[src/rtl/load_use_interlock.sv]
module load_use_interlock #(
  parameter int NREG     = 16,
  parameter int LOAD_LAT = 7,
  parameter int ALU_LAT  = 4
) (
  input  logic                    clk,
  input  logic                    rst_n,
  input  logic                    dec_valid,
  input  logic                    dec_load,
  input  logic [$clog2(NREG)-1:0] src_a,
  input  logic                    src_a_en,
  input  logic [$clog2(NREG)-1:0] src_b,
  input  logic                    src_b_en,
  input  logic [$clog2(NREG)-1:0] dst,
  input  logic                    dst_rd_en,
  output logic                    stall,
  output logic                    issue,
  output logic [NREG-1:0]         busy
);
  localparam int AW  = $clog2(NREG);
  localparam int WIN = LOAD_LAT - ALU_LAT;
  localparam int CW  = $clog2(WIN + 1);

  logic [CW-1:0] cnt [NREG];
  logic          hit_a, hit_b, hit_d, load_go;

  assign hit_a   = src_a_en  & busy[src_a];
  assign hit_b   = src_b_en  & busy[src_b];
  assign hit_d   = dst_rd_en & busy[dst];
  assign stall   = dec_valid & (hit_a | hit_b | hit_d);
  assign issue   = dec_valid & ~stall;
  assign load_go = issue & dec_load;

  for (genvar i = 0; i < NREG; i++) begin : g_reg
    logic set_i;
    assign set_i   = load_go && (dst == AW'(i));
    assign busy[i] = |cnt[i];

    always_ff @(posedge clk) begin
      if (!rst_n)          cnt[i] <= '0;
      else if (set_i)      cnt[i] <= CW'(WIN);
      else if (busy[i])    cnt[i] <= cnt[i] - 1'b1;
    end

    p_countdown_r7: assert property (@(posedge clk) disable iff (!rst_n)
      (busy[i] && !set_i) |=> (cnt[i] == CW'($past(cnt[i]) - 1'b1)));

    p_idle_stays_r8: assert property (@(posedge clk) disable iff (!rst_n)
      (!busy[i] && !set_i) |=> !busy[i]);
  end

  p_mark_r2: assert property (@(posedge clk) disable iff (!rst_n)
    load_go |=> busy[$past(dst)]);

  p_bound_r2: assert property (@(posedge clk) disable iff (!rst_n)
    $countones(busy) <= WIN);

  p_bubble_r7: assert property (@(posedge clk) disable iff (!rst_n)
    !dec_valid |-> (!stall && !issue));
endmodule

[config.mk]
export PLATFORM = sky130hd
export DESIGN_NAME = load_use_interlock
export DESIGN_NICKNAME = d
export VERILOG_FILES = /design/src/rtl/load_use_interlock.sv
export SDC_FILE = /design/constraint.sdc
export NUM_CORES = 1
export LEC_CHECK = 0
export CORE_ASPECT_RATIO = 0.5
export CORE_MARGIN = 2
export CORE_UTILIZATION = 36
export CTS_BUF_LIST = sky130_fd_sc_hd__clkbuf_16
export DETAILED_ROUTE_END_ITERATION = 6
export SKIP_CTS_REPAIR_TIMING = 1
export SLEW_MARGIN = 20
export SYNTH_ARGS = -nofsm -noshare
export SYNTH_HDL_FRONTEND = slang
export SYNTH_SLANG_ARGS = --single-unit
[constraint.sdc]
create_clock -name clk -period 2.71 [get_ports clk]
set_input_delay 0.542 -clock clk [delete_from_list [all_inputs] [get_ports clk]]
set_output_delay 0.542 -clock clk [all_outputs]
set_load 0.02 [all_outputs]
Yosys cells after proc, flatten, opt, wreduce, memory -nomap -nowiden
Memory sizes are Yosys's and may differ from the RTL's.
Index checks and enable logic that the tools add are counted.
Widths: inputs -> output; s select.
{"block": "totals", "inputBits": 19, "ramBits": 32, "latchBits": 0, "memories": 1, "reg_bits": 0, "mem_bits_ro": 0, "wordCells": 260}
{"block": "classes", "n_reduce_logical": 33, "eq_ne": 15, "multipliers": 0, "muxes": 151, "order_cmp": 3, "shift": 0, "n_bitwise": 41, "n_addsub": 16, "n_div": 0}
{"name": "cnt", "words": 16, "word_bits": 2, "read_ports": 16, "rd_ports_with_merged_regs": 0, "wr": 16, "line_no": "24", "source": "logic [CW-1:0] cnt [NREG];"}
{"operator": "$mux 1", "n": 116}
{"operator": "$mux 2", "n": 32}
{"operator": "$or 1x1->1", "n": 34}
{"operator": "$eq 4x4->1 const B", "n": 8}
{"operator": "$reduce_or 2->1", "n": 16}
{"operator": "$sub 2x1->2 const B", "n": 16}
{"operator": "$eq 4x3->1 const B", "n": 4}
{"operator": "$logic_and 1x1->1", "n": 16}
{"operator": "$lt 4x5->1 const B", "n": 3}
{"operator": "$bmux 1 s4", "n": 3}
{"operator": "$eq 4x2->1 const B", "n": 2}
{"operator": "$and 1x1->1", "n": 6}
{"operator": "$eq 4x1->1 const B", "n": 1}
{"operator": "$logic_not 4->1", "n": 1}
{"operator": "$not 1->1", "n": 1}

Depth between registers and ports, before layout
{"block": "depth", "ltp_word": 16, "depth_mapped": 9, "mapped_depth_nobuf": 7}

Worst setup path before layout
OpenSTA, ideal clock, no wires.
{"block": "synth_path", "path_kind": "input -> output", "startpoint": "input port src_a[0]", "endpoint": "output port issue", "t_required_ns": 2.168, "path_buffers": 3, "arrival_ns": 1.962, "slack_ns": 0.206, "cell_stages": 8, "cell_sequence": "buf_4 > mux4_2 > o22ai_1 > o221ai_2 > nand3_2 > buf_6 > buf_6 > nor2_1"}
{"block": "synth_between", "elab_chain_len": 8}
{"item": "from (decl)", "line_no": "10", "source": "input logic [$clog2(NREG)-1:0] src_a,"}
{"item": "$bmux 1 s4", "line_no": "27", "source": "assign hit_a = src_a_en & busy[src_a];"}
{"item": "$mux 1 (implied by the code)", "line_no": "27"}
{"item": "$and 1x1->1", "line_no": "27"}
{"item": "$or 1x1->1 (2 in series)", "line_no": "30", "source": "assign stall = dec_valid & (hit_a | hit_b | hit_d);"}
{"item": "$and 1x1->1", "line_no": "30"}
{"item": "$not 1->1", "line_no": "31", "source": "assign issue = dec_valid & ~stall;"}
{"item": "$and 1x1->1", "line_no": "31"}
{"item": "to (decl)", "line_no": "17", "source": "output logic issue,"}
No other way between the ends. The select of a mux whose other input is x is not followed.

Worst setup path after layout
{"block": "layout_path", "startpoint": "input port dst[1]", "endpoint": "output port stall"}
{"block": "layout_between", "elab_chain_len": 5}
{"item": "from (decl)", "line_no": "14", "source": "input logic [$clog2(NREG)-1:0] dst,"}
{"item": "$bmux 1 s4", "line_no": "29", "source": "assign hit_d = dst_rd_en & busy[dst];"}
{"item": "$mux 1 (implied by the code)", "line_no": "29"}
{"item": "$and 1x1->1", "line_no": "29"}
{"item": "$or 1x1->1", "line_no": "30"}
{"item": "$and 1x1->1", "line_no": "30"}
{"item": "to (decl)", "line_no": "16", "source": "output logic stall,"}
No other way between the ends. The select of a mux whose other input is x is not followed.

==> impl_metrics.tcl <==
set metrics [dict create \
    run_status "finished, violations left" \
    crit_type "in -> out" \
    dr.pass1.iters 4 \
    start_kind "input pin" \
    setup_slack_ps -35.32 \
    yosys.area.top_type "edfxtp_1" \
    grt_pass1_wl_microns 11240 \
    core_sq_mm 0.006700 \
    routed_via_density 5.465 \
    ys_ff_latch 32 \
    io_buffer_count 36 \
    hold_viol 0 \
    num_vias 2246 \
    regMostFlops "cnt" \
    wirelength_microns 6904 \
    holdPathStages 1 \
    ir_drop_v 0.0003379 \
    fill_cells 591 \
    rsz0062_at_grt "true" \
    period_share_pct 101.3 \
    dieArea_sq_mm 0.007671 \
    cts-htree-levels 2 \
    finalClockSkew_ps 4.921 \
    overflow 0 \
    largest_registers "cnt x32" \
    p_per_area_mw_per_mm2 1089 \
    io_pins 37 \
    grt_use_total_pct 19.01 \
    ys.warnings.count 0 \
    fmax_mhz 364.3 \
    antenna_found_initial 0 \
    seqCellArea_sq_um 960.9 \
    p_total_mw 3.874 \
    reg2reg_depth 10 \
    grt_max_degree 49 \
    r2r-start "cnt[1][10]$_DFFE_PP_" \
    fp.dieW_microns 121.9 \
    syn_inst 236 \
    drt_first_iter_violations 116 \
    layout.nets 353 \
    syn_area_sq_mm 0.002501 \
    postRouteAntennaNets 0 \
    p_leak_nw 1.451 \
    largest_reg_flops 32 \
    start_util_pct 37.33 \
    numCtsBuffers 5 \
    endpoint_kind "output port" \
    r2r_setup_slack_ps 170 \
    finalSetupTns_ps -35.32 \
    synth_top_area_share_pct 38.42 \
    num_rows 21 \
    ys_seq_area_share_pct 38.42 \
    synth.area.top_cells "edfxtp_1, o32ai_1, mux4_2" \
    syn_nets 271 \
    cp_data_arrival_time_ps 2200 \
    cp.required_ps 2170 \
    hold_class "reg -> reg" \
    syn2layout_area_growth_pct 42.27 \
    yosysUniqueCellTypes 29 \
    grt_pass1_vias 2293 \
    maxCapViolations 0 \
    min_to "cnt[1][12]$_DFFE_PP_" \
    tightestPinTransition_ps 431.1 \
    drive_gt1_share_pct 34.80 \
    post-dp-hpwl_microns 5079 \
    hold_start "cnt[1][12]$_DFFE_PP_" \
    period_needed_ps 2745 \
    finalMaxSlewViolations 0 \
    clk_latency_ps 280 \
    multi_input_comb_area_sq_mm 0.001333 \
    antenna_cells 0 \
    die_y_microns 62.94 \
    clock_path_buffers 2 \
    violations "setup timing" \
    clockRootBuffer "clkbuf_16" \
    relSlewSlack_pct 70.80 \
    wl_per_cell_microns 16.80 \
    reg2reg_to "cnt[0][2]$_DFFE_PP_" \
    path_max_fanout 9 \
    finalSetupViolations 1 \
    clk_pin_slew_ps 50 \
    drc_errors 0 \
    synth_area_per_cell_sq_um 10.60 \
    clock-sinks 32 \
    cts_tree "built" \
    place_congestion 0.8812 \
]
[cell usage in the layout (no fill, tap or decap), drive strengths merged]
master and count:
nand4 2, clkinv 1, a31o 1, mux2i 4, mux4 9, nand2b 3
ha 16, a31oi 1, o32ai 24, clkdlybuf4s50 30, mux2 5, clkbuf 5
edfxtp 32, o311ai 16, nand3 8, nor2 4, o221ai 3, o21ai 2
inv 53, dlymetal6s2s 4, or2 1, o22ai 3, nand4b 1, nand2 19
o31ai 8, buf 60, nand3b 4
[final cells by class]
type	count	share of cell area (%)
Clock buffer	5	3.516
Clock inverter	3	0.3165
Inverter	51	5.380
Multi-Input combinational cell	134	37.45
Sequential cell	32	27.00
Tap cell	92	3.235
Timing Repair Buffer	94	23.10
[critical path, stage by stage]
cell and delay, ps:
clkdlybuf4s50_1 470, buf_6 140, mux4_2 340, mux2i_4 190, o221ai_4 150, a31oi_1 200
buf_4 170
[where the power goes]
part | switching [mW] | internal [mW] | total, mW
sequential | 0.0701 | 0.843 | 0.913
clock | 0.200 | 0.330 | 0.530
combinational | 1.21 | 1.22 | 2.43
[worst max-delay path by stage]
stage                        start     to  slack, ps
after floorplan           src_a[0]  issue        210
after global placement    src_b[0]  stall       -690
after detailed placement  src_b[0]  stall       -720
after CTS                 src_b[0]  stall       -710
after global routing        dst[1]  stall       -150
final                       dst[1]  stall        -40
[cells by family after synthesis]
group,synth area share [%]
adders and majority gates,8.004
muxes,11.96
buffers and inverters,11.96
and+or+nand+nor,8.304
AOI/OAI and AO/OA,21.36
DFF,38.42
[Yosys cell counts]
master and instances:
nand4b_1 1, o32ai_1 24, edfxtp_1 32, nor2_1 4, mux4_2 9, o22ai_1 3, nand2_1 19, nand3_1 7
o31ai_1 1, o31ai_2 7, or2_2 1, mux2i_1 4, nand3b_1 4, o311ai_1 10, inv_1 51, o311ai_0 6
o221ai_2 3, mux2_2 5, buf_6 2, nand2b_1 3, buf_2 2, buf_4 5, a31o_2 1, nand3_2 1
nand4_1 2, o21ai_0 2, a31oi_1 1, clkbuf_1 10, ha_1 16
[metrics by stage]
stage / setup slack, ps / instance area, sq um / hold WS [ps] / utilization [%] / std cells
final: -35.32 / 3558 / 613.4 / 53.11 / 411
after floorplan: 205.9 / 2501 / 553.7 / - / 236
after global placement: -693.1 / 3309 / 570.5 / 49.39 / 402
after detailed placement: -720.5 / 3309 / 615.1 / 49.39 / 402
after global routing: -153.7 / 3558 / 646.1 / 53.11 / 411
after CTS: -713.9 / 3446 / 622.7 / 51.43 / 410
[layer usage]
| metal | part of all wire (%) | GRT usage (%) |
|---|---|---|
| met1 | 45 | 24.74 |
| met2 | 50 | 32.40 |
| met3 | 4.7 | 3.741 |
| met4 | 0.81 | 5.029 |
| met5 | 0 | 0 |
Note: power is estimated with default switching activity, not from simulation.
